**src/rtl/rdcmd_pkg.sv**
```systemverilog
package rdcmd_pkg;
    localparam int WORD_W = 32;
    localparam int CNT_W  = 16;
    localparam int OP_W   = 16;

    typedef enum logic [2:0] {
        ST_IDLE,
        ST_GET_ADDR,
        ST_READ_MEM,
        ST_SEND_WORD,
        ST_DONE
    } rd_state_e;

    typedef struct packed {
        rd_state_e state;
        logic      err;
    } ctl_regs_t;
endpackage

```
**src/rtl/rdcmd_cmd_check.sv**
```systemverilog
module rdcmd_cmd_check
    import rdcmd_pkg::*;
#(
    parameter int             AW      = 16,
    parameter logic [OP_W-1:0] READ_OP = '0
) (
    input  logic [WORD_W-1:0] word,
    input  logic [CNT_W-1:0]  cnt_held,
    output logic              op_match,
    output logic [CNT_W-1:0]  cnt_field,
    output logic              addr_ok
);
    logic hi_ok;

    generate
        if (AW < WORD_W) begin : g_hi
            assign hi_ok = (word[WORD_W-1:AW] == '0);
        end else begin : g_full
            assign hi_ok = 1'b1;
        end
    endgenerate

    assign op_match  = (word[OP_W-1:0] == READ_OP);
    assign cnt_field = word[WORD_W-1:WORD_W-CNT_W];
    assign addr_ok   = hi_ok && (word[1:0] == 2'b00) && (cnt_held != '0);
endmodule

```
**src/rtl/rdcmd_walker.sv**
```systemverilog
module rdcmd_walker
    import rdcmd_pkg::*;
#(
    parameter int AW = 16
) (
    input  logic             clk,
    input  logic             rst_n,
    input  logic             load_cnt,
    input  logic [CNT_W-1:0] cnt_in,
    input  logic             load_addr,
    input  logic [AW-1:0]    addr_in,
    input  logic             step,
    output logic [AW-1:0]    addr,
    output logic [CNT_W-1:0] left,
    output logic             last
);
    typedef struct packed {
        logic [AW-1:0]    addr;
        logic [CNT_W-1:0] left;
    } walk_t;

    walk_t w_d, w_q;

    always_comb begin
        w_d = w_q;
        if (load_cnt) begin
            w_d.left = cnt_in;
        end
        if (load_addr) begin
            w_d.addr = addr_in;
        end
        if (step) begin
            w_d.addr = w_q.addr + AW'(4);
            w_d.left = w_q.left - 1'b1;
        end
    end

    always_ff @(posedge clk) begin
        if (!rst_n) begin
            w_q <= '0;
        end else begin
            w_q <= w_d;
        end
    end

    assign addr = w_q.addr;
    assign left = w_q.left;
    assign last = (w_q.left == CNT_W'(1));

    p_step_adds_four_r4: assert property (@(posedge clk) disable iff (!rst_n)
        step && !load_addr |=> addr == $past(addr) + AW'(4));
endmodule

```
**src/rtl/rdcmd_hold.sv**
```systemverilog
module rdcmd_hold
    import rdcmd_pkg::*;
(
    input  logic              clk,
    input  logic              rst_n,
    input  logic              req,
    input  logic [WORD_W-1:0] rdata_in,
    output logic [WORD_W-1:0] data_out
);
    typedef struct packed {
        logic              fresh;
        logic [WORD_W-1:0] data;
    } hold_t;

    hold_t h_d, h_q;

    always_comb begin
        h_d       = h_q;
        h_d.fresh = req;
        if (h_q.fresh) begin
            h_d.data = rdata_in;
        end
    end

    always_ff @(posedge clk) begin
        if (!rst_n) begin
            h_q <= '0;
        end else begin
            h_q <= h_d;
        end
    end

    assign data_out = h_q.fresh ? rdata_in : h_q.data;

    p_hold_keeps_r6: assert property (@(posedge clk) disable iff (!rst_n)
        !h_q.fresh && !req |=> data_out == $past(data_out));
endmodule

```
**src/rtl/rdcmd_engine.sv**
```systemverilog
module rdcmd_engine
    import rdcmd_pkg::*;
#(
    parameter int              AW      = 16,
    parameter logic [OP_W-1:0] READ_OP = '0
) (
    input  logic              clk,
    input  logic              rst_n,
    input  logic              in_valid,
    output logic              in_ready,
    input  logic [WORD_W-1:0] in_data,
    output logic              out_valid,
    input  logic              out_ready,
    output logic [WORD_W-1:0] out_data,
    output logic              mem_req,
    output logic [AW-1:0]     mem_addr,
    input  logic [WORD_W-1:0] mem_rdata,
    output logic              busy,
    output logic              err
);
    ctl_regs_t r_d, r_q;

    logic             op_match, addr_ok, last;
    logic             load_cnt, load_addr, step;
    logic [CNT_W-1:0] cnt_field, left;

    rdcmd_cmd_check #(.AW(AW), .READ_OP(READ_OP)) u_check (
        .word     (in_data),
        .cnt_held (left),
        .op_match (op_match),
        .cnt_field(cnt_field),
        .addr_ok  (addr_ok)
    );

    rdcmd_walker #(.AW(AW)) u_walk (
        .clk      (clk),
        .rst_n    (rst_n),
        .load_cnt (load_cnt),
        .cnt_in   (cnt_field),
        .load_addr(load_addr),
        .addr_in  (in_data[AW-1:0]),
        .step     (step),
        .addr     (mem_addr),
        .left     (left),
        .last     (last)
    );

    rdcmd_hold u_hold (
        .clk     (clk),
        .rst_n   (rst_n),
        .req     (mem_req),
        .rdata_in(mem_rdata),
        .data_out(out_data)
    );

    always_comb begin
        r_d       = r_q;
        r_d.err   = 1'b0;
        in_ready  = 1'b0;
        out_valid = 1'b0;
        mem_req   = 1'b0;
        load_cnt  = 1'b0;
        load_addr = 1'b0;
        step      = 1'b0;
        unique case (r_q.state)
            ST_IDLE: begin
                in_ready = 1'b1;
                if (in_valid && op_match) begin
                    load_cnt  = 1'b1;
                    r_d.state = ST_GET_ADDR;
                end
            end
            ST_GET_ADDR: begin
                in_ready = 1'b1;
                if (in_valid) begin
                    if (addr_ok) begin
                        load_addr = 1'b1;
                        r_d.state = ST_READ_MEM;
                    end else begin
                        r_d.err   = 1'b1;
                        r_d.state = ST_IDLE;
                    end
                end
            end
            ST_READ_MEM: begin
                mem_req   = 1'b1;
                r_d.state = ST_SEND_WORD;
            end
            ST_SEND_WORD: begin
                out_valid = 1'b1;
                if (out_ready) begin
                    step      = 1'b1;
                    r_d.state = last ? ST_DONE : ST_READ_MEM;
                end
            end
            ST_DONE: begin
                r_d.state = ST_IDLE;
            end
            default: begin
                r_d.state = ST_IDLE;
            end
        endcase
    end

    always_ff @(posedge clk) begin
        if (!rst_n) begin
            r_q <= '{state: ST_IDLE, err: 1'b0};
        end else begin
            r_q <= r_d;
        end
    end

    assign busy = (r_q.state != ST_IDLE);
    assign err  = r_q.err;

    p_word_after_req_r4: assert property (@(posedge clk) disable iff (!rst_n)
        mem_req |=> out_valid);
    p_single_strobe_r5: assert property (@(posedge clk) disable iff (!rst_n)
        mem_req |=> !mem_req);
    p_stall_stable_r6: assert property (@(posedge clk) disable iff (!rst_n)
        out_valid && !out_ready |=> out_valid && $stable(out_data));
    p_err_after_take_r7: assert property (@(posedge clk) disable iff (!rst_n)
        err |-> $past(in_valid && in_ready) && !busy && !mem_req);
    p_tail_cycle_r10: assert property (@(posedge clk) disable iff (!rst_n)
        out_valid && out_ready && last |=> busy && !out_valid);
    p_ready_quiet_r11: assert property (@(posedge clk) disable iff (!rst_n)
        in_ready |-> !out_valid && !mem_req);
endmodule

```
**config.mk**
```make
export PLATFORM = sky130hd
export DESIGN_NAME = rdcmd_engine
export DESIGN_NICKNAME = d
export VERILOG_FILES = /design/src/rtl/rdcmd_pkg.sv /design/src/rtl/rdcmd_cmd_check.sv /design/src/rtl/rdcmd_walker.sv /design/src/rtl/rdcmd_hold.sv /design/src/rtl/rdcmd_engine.sv
export SDC_FILE = /design/constraint.sdc
export NUM_CORES = 1
export LEC_CHECK = 0
export BUFFER_PORTS_ARGS = -buffer_cell sky130_fd_sc_hd__buf_2
export CORE_AREA = 10 10 91 93
export CTS_CLUSTER_SIZE = 24
export DETAILED_ROUTE_END_ITERATION = 6
export DIE_AREA = 0 0 101 103
export PLACE_DENSITY = 0.94
export SLEW_MARGIN = 30
export SYNTH_ARGS = -nofsm -noshare
export SYNTH_HDL_FRONTEND = slang
export SYNTH_SLANG_ARGS = --single-unit
export TNS_END_PERCENT = 100
```
**constraint.sdc**
```tcl
create_clock -name clk -period 4.1 [get_ports clk]
set_input_delay 0.41 -clock clk [delete_from_list [all_inputs] [get_ports clk]]
set_output_delay 0.41 -clock clk [all_outputs]
set_load 0.01 [all_outputs]
```
==> results of run 1 <==
metrics by stage:
stage | hold slack [ps] | util, % | power (mW) | instances | setup WS (ps)
after global placement | 466 | 59.7 | 0.736 | 543 | 1650
after global routing | 334 | 63.1 | 1.39 | 559 | 1540
final | 328 | 63.1 | 1.34 | 559 | 1830
after CTS | 313 | 63.1 | 1.35 | 559 | 1840
after floorplan | 454 | - | 0.698 | 364 | 2210
after detailed placement | 469 | 59.7 | 0.738 | 543 | 1590
flip-flops by register name, indices dropped and copies added (netlist names):
signal,count
u_hold.h_q,33
u_walk.addr,16
u_walk.left,16
r_q,3
err,1
worst max-delay path, delay by kind of cell, from the launching register on:
| family | cells | cell delay, ps |
|---|---|---|
| AO/OA/AOI/OAI | 1 | 170 |
| flip-flops | 1 | 470 |
| AND/OR/NAND/NOR | 4 | 1500 |
worst paths after layout:
kind / startpoint / end / slack (ps) / cells past startpoint
max: r_q[1] / u_walk.left[14] / 1830 / 5
min: in_data[13] / u_walk.addr[13] / 330 / 3
max reg2reg: r_q[1] / u_walk.left[14] / 1830 / 5
min reg2reg: u_walk.addr[0] / u_walk.addr[0] / 480 / 1
report_power, final:
| group | leakage [nW] | switching [mW] | internal (mW) |
|---|---|---|---|
| Clock | 0.110 | 0.275 | 0.346 |
| Sequential | 0.555 | 0.00000201 | 0.669 |
| Combinational | 1.13 | 0.0277 | 0.0256 |
layout make-up:
class                      instances  area, µm²  share of cell area (%)
clock buffer                       9        124                    2.99
clock inverter                     7       98.8                    2.39
inverter                           5       18.8                   0.453
multi-input combinational        268       1810                    43.7
sequential                        69       1380                    33.3
tap                               80        100                    2.42
timing repair buffer             121        608                    14.7
cell families (layout without fill, tap and decap cells):
| logic type | Yosys count | count (layout) | synth area share [%] |
|---|---|---|---|
| AOI/OAI and AO/OA | 66 | 66 | 14.0 |
| xor gates and xnor gates | 5 | 5 | 1.32 |
| adders and majority gates | 4 | 4 | 1.51 |
| buffers and inverters | 27 | 142 | 3.88 |
| DFF | 69 | 69 | 41.6 |
| muxes | 34 | 34 | 11.5 |
| and+or+nand+nor | 159 | 159 | 26.3 |
cell usage in the layout, fill, tap and decap left out, drive strengths merged, types with 2 or more instances in the layout:
cell type	instances
and4	2
a41oi	2
a2111oi	2
or3	5
a31oi	2
nor2	28
o311ai	2
xnor2	4
buf	121
mux2i	2
and2	33
o211ai	9
bufinv	2
clkinv	3
inv	6
ha	4
nor4b	2
nand4	7
o21ai	3
mux2	32
nor3	17
nor4	11
a21oi	33
nand3	23
nand2	21
a211oi	4
a22oi	3
and3	4
dfxtp	69
clkbuf	9
routing by layer:
layer | GRT usage [%] | wire, µm
met1 | 21.7 | 4060
met2 | 29.0 | 4430
met3 | 6.23 | 912
met4 | 8.79 | 209
met5 | 0 | 0
==> results.cfg, run 1 <==
[status]
status = finished, final reports clean

[cts]
root_buffer = clkbuf_8
hold_buffers = 0
cts.sinks = 69
post_cts_buffers = 0
path_clk_slew_ps = 80
clk_latency_ps = 340
cts_max_level = 3
cts_tree = built
cts_resized = 0
clk_path_buf_depth = 2
numCtsBuffers = 9

[sta]
slew_headroom_pct = 45.3
fin_crit_sh_pct = 55.3
fin_tns_setup_ps = 0
worst_slew_pin_slew_ps = 815
finalCriticalPeriod_ps = 2270
setup_viol = 0
rsz0062_at_grt = false
finalClockSkew_ps = 11.5
fmax_mhz = 441
hold_viol = 0
finalMaxSlewViolations = 0

[synth]
postSynth.asyncResetShare_pct = 0
synth_warnings = 0
avgSynthCellArea_um2 = 9.13
netlist.area_leader.share_pct = 41.6
synth_ff_type = dfxtp_1
synth_nets = 436
synth.distinct_cells = 53
synth_edf_count = 0
ys_ff_latch = 69
synth_area_um2 = 3320
synth_area_leaders = dfxtp_1, mux2_2, and2_1
syn_inst = 364
netlist_top_cells_count = dfxtp_1, and2_1, a21oi_1, mux2_2, nor2_1
yosys.cell_count.top_type = dfxtp_1
ys_seq_area_share_pct = 41.6
synth_top_area_cell = dfxtp_1

[floorplan]
io_pins = 121
die_h_um = 103
dieWidth_um = 101
start_util_pct = 50.6
core_area_um2 = 6570
rows = 30
die-area_um2 = 10400

[flow_run]
max_cap_viol_count = 0

[routing]
totalWireLength_mm = 9.61
routedWlPerCell_um = 17.2
drt_pass1_iterations = 5
drcViolationCount = 0
drtIter0Drc = 200
vias = 3208
ant_nets = 0
viasPerCell = 5.74

[cells_and_area]
antenna_cells = 0
drive_above_1_share_pct = 38.0
syn_to_final_growth_pct = 24.7
nets = 546
fin_area_um2 = 4140
nFillCells = 545

[setup_path]
slowest_delay_ps = 600
cp.arrival_ps = 2470
crit_path_cell_trace = and4b_1, nand4_1, nor4_1, o2bb2ai_1, nor3_1
crit_required_ps = 4300
worstSetupPathType = reg -> reg
critical_path.slowest_cell = and4b_1
cp-end-kind = flop
start_kind = flop
crit_path_max_fanout = 15

[grt]
grt_pass1_wl_mm = 15.5
grt_overflow = 0
grt_max_degree = 45
grt_pass1_vias = 3128
grt_usage_pct = 18.3
antenna_found_initial = 0

[placed_design]
post-dp-hpwl_mm = 7.37
place_area_um2 = 3920
place.gp.congestion = 0.873
numPortBuffers = 120

[min_path]
hold_path_class = in -> reg

[power]
p_per_area_nw_per_um2 = 324
ir_drop_mv = 0.264
power.leakage_nw = 1.79
Power figures use the tool's default switching activity.
==> run 2, diff against run 1 <==
--- a/config.mk
+++ b/config.mk
@@ -5,12 +5,13 @@
 export SDC_FILE = /design/constraint.sdc
 export NUM_CORES = 1
 export LEC_CHECK = 0
+export ABC_AREA = 1
 export BUFFER_PORTS_ARGS = -buffer_cell sky130_fd_sc_hd__buf_2
-export CORE_AREA = 10 10 91 93
+export CORE_AREA = 10 10 99 101
 export CTS_CLUSTER_SIZE = 24
 export DETAILED_ROUTE_END_ITERATION = 6
-export DIE_AREA = 0 0 101 103
-export PLACE_DENSITY = 0.94
+export DIE_AREA = 0 0 109 111
+export PLACE_DENSITY = 0.91
 export SLEW_MARGIN = 30
 export SYNTH_ARGS = -nofsm -noshare
 export SYNTH_HDL_FRONTEND = slang
==> constraint.sdc (replaced) <==
create_clock -name clk -period 2.3 [get_ports clk]
set_input_delay 0.23 -clock clk [delete_from_list [all_inputs] [get_ports clk]]
set_output_delay 0.23 -clock clk [all_outputs]
set_load 0.01 [all_outputs]
==> run 2 against run 1 <==
Effect of this change: clock power rose by 84%; via count rose by 35%; critical endpoint is now u_walk.left[1]; global-route usage fell by 0.11 points; total power rose by 98%; die area rose by 16%; worst setup slack got worse by 1300 ps; non-clock buffer count rose by 7.
==> results.cfg, run 2 <==
[synth]
synth_nets = 696
netlist.area_leader.share_pct = 35.0
synth_warnings = 0
avgSynthCellArea_um2 = 6.32
synth_area_leaders = dfxtp_1, nand2_1, nor2_1
postSynth.asyncResetShare_pct = 0
synth_top_area_cell = dfxtp_1
yosys.cell_count.top_type = nand2_1
netlist_top_cells_count = nand2_1, nor2_1, dfxtp_1
synth_edf_count = 0
synth_ff_type = dfxtp_1
synth_area_um2 = 3950
ys_seq_area_share_pct = 35.0
ys_ff_latch = 69
synth.distinct_cells = 31
syn_inst = 624

[placed_design]
post-dp-hpwl_mm = 8.53
numPortBuffers = 120
placed_cells = 833
place_area_um2 = 4600
place.gp.congestion = 0.863

[power]
ir_drop_mv = 0.301
swShare_pct = 25.8
p_total_mw = 2.66
p_int_mw = 1.98
share_seq_of_total_power_pct = 46.0
power.switching_mw = 0.689
power.leakage_nw = 2.50
combPwrFrac_pct = 11.2
p_per_area_nw_per_um2 = 553
p_clk_share_pct = 42.8

[setup_path]
crit_path_cell_trace = nand3_2, inv_1, nand2_2, nand2_2, inv_2, nor2_1, nor2_1
cp-end-kind = flop
cp.arrival_ps = 1970
critical_path.slowest_cell = dfxtp_1
crit_required_ps = 2530
r2r_start = r_q[2]
start_kind = flop
cp.buffers_inverters = 2
crit_path_max_fanout = 20
critPathTopFamily = simple AND/OR/NAND/NOR gates
startpoint = r_q[2]
worstSetupPathType = reg -> reg
slowest_delay_ps = 440

[cts]
cts_max_level = 3
cts.sinks = 69
cts_tree = built
root_buffer = clkbuf_8
post_cts_buffers = 0
cts_resized = 0
clk_path_buf_depth = 2
hold_buffers = 0
numCtsBuffers = 9
clk_latency_ps = 350
path_clk_slew_ps = 80

[sta]
hold_viol = 0
finalMaxSlewViolations = 0
rsz0062_at_grt = false
finalClockSkew_ps = 7.55
fin_tns_setup_ps = 0
fmax_mhz = 577
finalCriticalPeriod_ps = 1730
fin_worst_hold_slack_ps = 120
setup_viol = 0
slew_headroom_pct = 71.8
fin_crit_sh_pct = 75.4
worst_slew_pin_slew_ps = 422

[floorplan]
io_pins = 121
die-area_um2 = 12100
core_area_um2 = 7970
rows = 33
dieWidth_um = 109
start_util_pct = 49.5
die_h_um = 111

[cells_and_area]
syn_to_final_growth_pct = 22.2
layout_common_cells = nand2_1, buf_2, nor2_1
fin_area_um2 = 4820
nets = 811
drive_above_1_share_pct = 23.5
largest_reg_flops = 33
layout_commonest_cell = nand2_1
antenna_cells = 0
largest-register = u_hold.h_q
final_cells = 849

[routing]
drcViolationCount = 0
wl_met2_mm = 5.61
drt-met1-wl_mm = 4.51
routedWlPerCell_um = 13.3
ant_nets = 0
drt_pass1_iterations = 5
wl_met3_um = 825
drtIter0Drc = 316
totalWireLength_mm = 11.3
viasPerCell = 5.09
vias = 4323
top_layer = met4

[status]
status = finished, final reports clean

[min_path]
hold_path_class = in -> reg
min_from = in_data[10]

[grt]
antenna_found_initial = 0
grt_overflow = 0
grt_max_degree = 33
grt_pass1_wl_mm = 18.1
grt_usage_pct = 18.2
grt_pass1_vias = 3896

[flow_run]
max_cap_viol_count = 0
run 2: through the flow:
stage,utilization (%),setup WS [ps]
after floorplan,-,774
after global placement,57.7,664
after detailed placement,57.7,621
after CTS,60.5,566
after global routing,60.5,431
final,60.5,567
run 2: path summary, 6_finish.rpt:
kind | end | slack (ps) | cells after the start
max | u_walk.left[1] | 570 | 7
min | u_walk.addr[10] | 120 | 3
max reg2reg | u_walk.left[1] | 570 | 7
min reg2reg | u_walk.addr[0] | 450 | 2
run 2: final cells by class:
| class | instances | area (µm²) |
|---|---|---|
| fill | 753 | 3150 |
| multi-input combinational | 483 | 2240 |
| sequential | 69 | 1380 |
| timing repair buffer | 128 | 661 |
| inverter | 48 | 180 |
| clock buffer | 11 | 141 |
| tap | 105 | 131 |
| clock inverter | 5 | 83.8 |
run 2: cells by family (layout without fill, tap and decap cells):
family | Yosys count | after routing | share of synthesized area (%)
AO/OA/AOI/OAI | 77 | 77 | 10.8
XOR/XNOR | 4 | 4 | 0.888
adder cells (fa/ha/maj) | 4 | 4 | 1.27
buffers and inverters | 72 | 192 | 8.12
flip-flops | 69 | 69 | 35.0
AND/OR/NAND/NOR | 398 | 398 | 43.9
run 2: worst register-to-register path, stage by stage (launching register included):
cell     delay (ps)
dfxtp_1         440
nand3_2         150
inv_1           100
nand2_2         260
nand2_2         320
inv_2           150
nor2_1          140
nor2_1           80
run 2: layer usage:
| metal | up-vias | GRT usage, % |
|---|---|---|
| met3 | 24 | 3.20 |
| li1 | 2214 | - |
| met2 | 149 | 30.9 |
| met1 | 1936 | 21.4 |
| met5 | - | 0 |
| met4 | 0 | 8.36 |
run 2: power by group through the flow:
stage                     Combinational [mW]  Clock (mW)  Sequential, mW
after floorplan                        0.164           0            1.25
after global placement                 0.294           0            1.25
after detailed placement               0.298           0            1.25
after CTS                              0.299        1.15            1.23
after global routing                   0.336        1.20            1.23
final                                  0.298        1.14            1.23
==> run 3, diff against run 2 <==
--- a/config.mk
+++ b/config.mk
@@ -5,13 +5,13 @@
 export SDC_FILE = /design/constraint.sdc
 export NUM_CORES = 1
 export LEC_CHECK = 0
-export ABC_AREA = 1
+export ABC_AREA = 0
 export BUFFER_PORTS_ARGS = -buffer_cell sky130_fd_sc_hd__buf_2
-export CORE_AREA = 10 10 99 101
+export CORE_AREA = 10 10 97 99
 export CTS_CLUSTER_SIZE = 24
 export DETAILED_ROUTE_END_ITERATION = 6
-export DIE_AREA = 0 0 109 111
-export PLACE_DENSITY = 0.91
+export DIE_AREA = 0 0 107 109
+export PLACE_DENSITY = 0.88
 export SLEW_MARGIN = 30
 export SYNTH_ARGS = -nofsm -noshare
 export SYNTH_HDL_FRONTEND = slang
==> constraint.sdc (replaced) <==
create_clock -name clk -period 1.5 [get_ports clk]
set_input_delay 0.15 -clock clk [delete_from_list [all_inputs] [get_ports clk]]
set_output_delay 0.15 -clock clk [all_outputs]
set_load 0.01 [all_outputs]
==> run 3 against run 2 <==
Effect of this change: the flow now finishes with violations (setup timing); cell area grew 21%; first-iteration DRC count shrank 13%; cell count shrank 18%; core utilization grew 17 points; worst hold slack lost 31 ps; sequential power grew 47%.
==> results.cfg, run 3 (synthesis results as in run 1) <==
[grt]
grt_overflow = 0
antenna_found_initial = 0
grt_max_degree = 33
grt_pass1_wl_mm = 20.2
grt_usage_pct = 21.4
grt_pass1_vias = 3908

[floorplan]
start_util_pct = 44.1
io_pins = 121
die_h_um = 109
rows = 32
die-area_um2 = 11700
core_area_um2 = 7530
dieWidth_um = 107

[placed_design]
numPortBuffers = 120
place_ws_ps = -402
place.gp.congestion = 0.871
post-dp-hpwl_mm = 8.48

[setup_path]
cp.arrival_ps = 1940
slowest_delay_ps = 330
worstSetupPathType = reg -> reg
critPathMostFrequentCell = buf_4
start_kind = flop
crit_path_max_fanout = 3
crit_path_cell_trace = nor4_2, and4_1, buf_6, a2111oi_4, buf_4, buf_4, nand3_1, o211ai_1
crit_required_ps = 1730
cp-end-kind = flop
critical_path.slowest_cell = dfxtp_2

[sta]
fin_crit_sh_pct = 114
rsz0062_at_grt = true
setup_viol = 68
timing.final.ws_setup_ps = -212
fmax_mhz = 584
finalMaxSlewViolations = 0
finalClockSkew_ps = 11.9
hold_viol = 0
fin_tns_setup_ps = -5350
worst_slew_pin_slew_ps = 588
slew_headroom_pct = 60.7
finalCriticalPeriod_ps = 1710

[routing]
drcViolationCount = 0
drtIter0Drc = 276
routedWlPerCell_um = 19.9
viasPerCell = 5.66
vias = 3925
totalWireLength_mm = 13.8
drt_pass1_iterations = 5
ant_nets = 0

[cells_and_area]
largest-register = u_hold.h_q
syn_to_final_growth_pct = 76.0
antenna_cells = 0
drive_above_1_share_pct = 62.5
layout_commonest_cell = buf_4
layout_common_cells = buf_4, buf_2, buf_6
nets = 659
postLayoutCoreUtil_pct = 77.7
largest_reg_flops = 33
nFillCells = 433

[cts]
numCtsBuffers = 9
root_buffer = clkbuf_8
path_clk_slew_ps = 80
clk_latency_ps = 350
cts_max_level = 3
cts.sinks = 69
cts_tree = built
hold_buffers = 0
clk_path_buf_depth = 2

[power]
ir_drop_mv = 0.366
power.leakage_nw = 2.50
p_per_area_nw_per_um2 = 627

[min_path]
hold_path_class = in -> reg

[status]
status = finished, violations left
violations = setup timing

[flow_run]
max_cap_viol_count = 0
[run 3: cell types whose count changed in the layout (fill, tap and decap cells not counted), sizes merged, moves of 22 or more]
cell / change
buf: +104
a21oi: -22
nor2: -60
nand3: -28
and2: +32
inv: -40
mux2: +32
nand2: -216
[run 3: final timing paths]
check,from,endpoint,slack [ps],depth (start not counted)
worst max register to register,u_walk.left[11],u_walk.addr[13],-210,8
worst max-delay path,u_walk.left[11],u_walk.addr[13],-210,8
worst min-delay path,in_data[10],u_walk.addr[10],90,3
worst min register to register,u_walk.left[15],u_walk.left[15],490,2
[run 3: per-layer routing]
| layer | global-route usage (%) | up-vias | share of wire, % |
|---|---|---|---|
| met5 | 0 | - | 0 |
| met4 | 10.3 | 0 | 4.4 |
| met1 | 24.5 | 1849 | 40 |
| met3 | 5.31 | 59 | 7.8 |
| met2 | 36.9 | 244 | 48 |
| li1 | - | 1773 | - |
[run 3: repair_timing]
action                                  CTS  global route
pin swaps                                21            19
cloned                                    5             1
endpoints found under the setup margin   65            70
resized for setup                       111            53
setup buffers                            20            15
[run 3: power breakdown]
part           internal [mW]  leakage (nW)  switching (mW)
sequential              1.81         0.570      0.00000466
clock                  0.875         0.108           0.770
combinational          0.102          1.82           0.106
[run 3: worst max-delay path: cells and delay by family, from the launching register on]
| family | cells | cell delay [ps] |
|---|---|---|
| simple gates | 3 | 670 |
| compound gates | 2 | 160 |
| flops | 1 | 330 |
| buf+inv | 3 | 430 |
[run 3: stage by stage]
| step | std cells | power [mW] | hold WS [ps] | instance area (µm²) |
|---|---|---|---|---|
| after floorplan | 364 | 1.90 | 302 | 3440 |
| after global placement | 646 | 2.04 | 429 | 4680 |
| after detailed placement | 646 | 2.05 | 440 | 4680 |
| after CTS | 686 | 3.66 | 66.5 | 5670 |
| after global routing | 694 | 3.77 | 88.0 | 5850 |
| final | 694 | 3.67 | 88.5 | 5850 |
[run 3: area by class of cell]
class | instances | area (µm²) | share of cell area (%)
Inverter | 5 | 18.8 | 0.321
Clock buffer | 10 | 149 | 2.55
Multi-Input combinational cell | 269 | 2230 | 38.2
Clock inverter | 6 | 66.3 | 1.13
Tap cell | 102 | 128 | 2.18
Sequential cell | 69 | 1430 | 24.5
Timing Repair Buffer | 233 | 1820 | 31.1
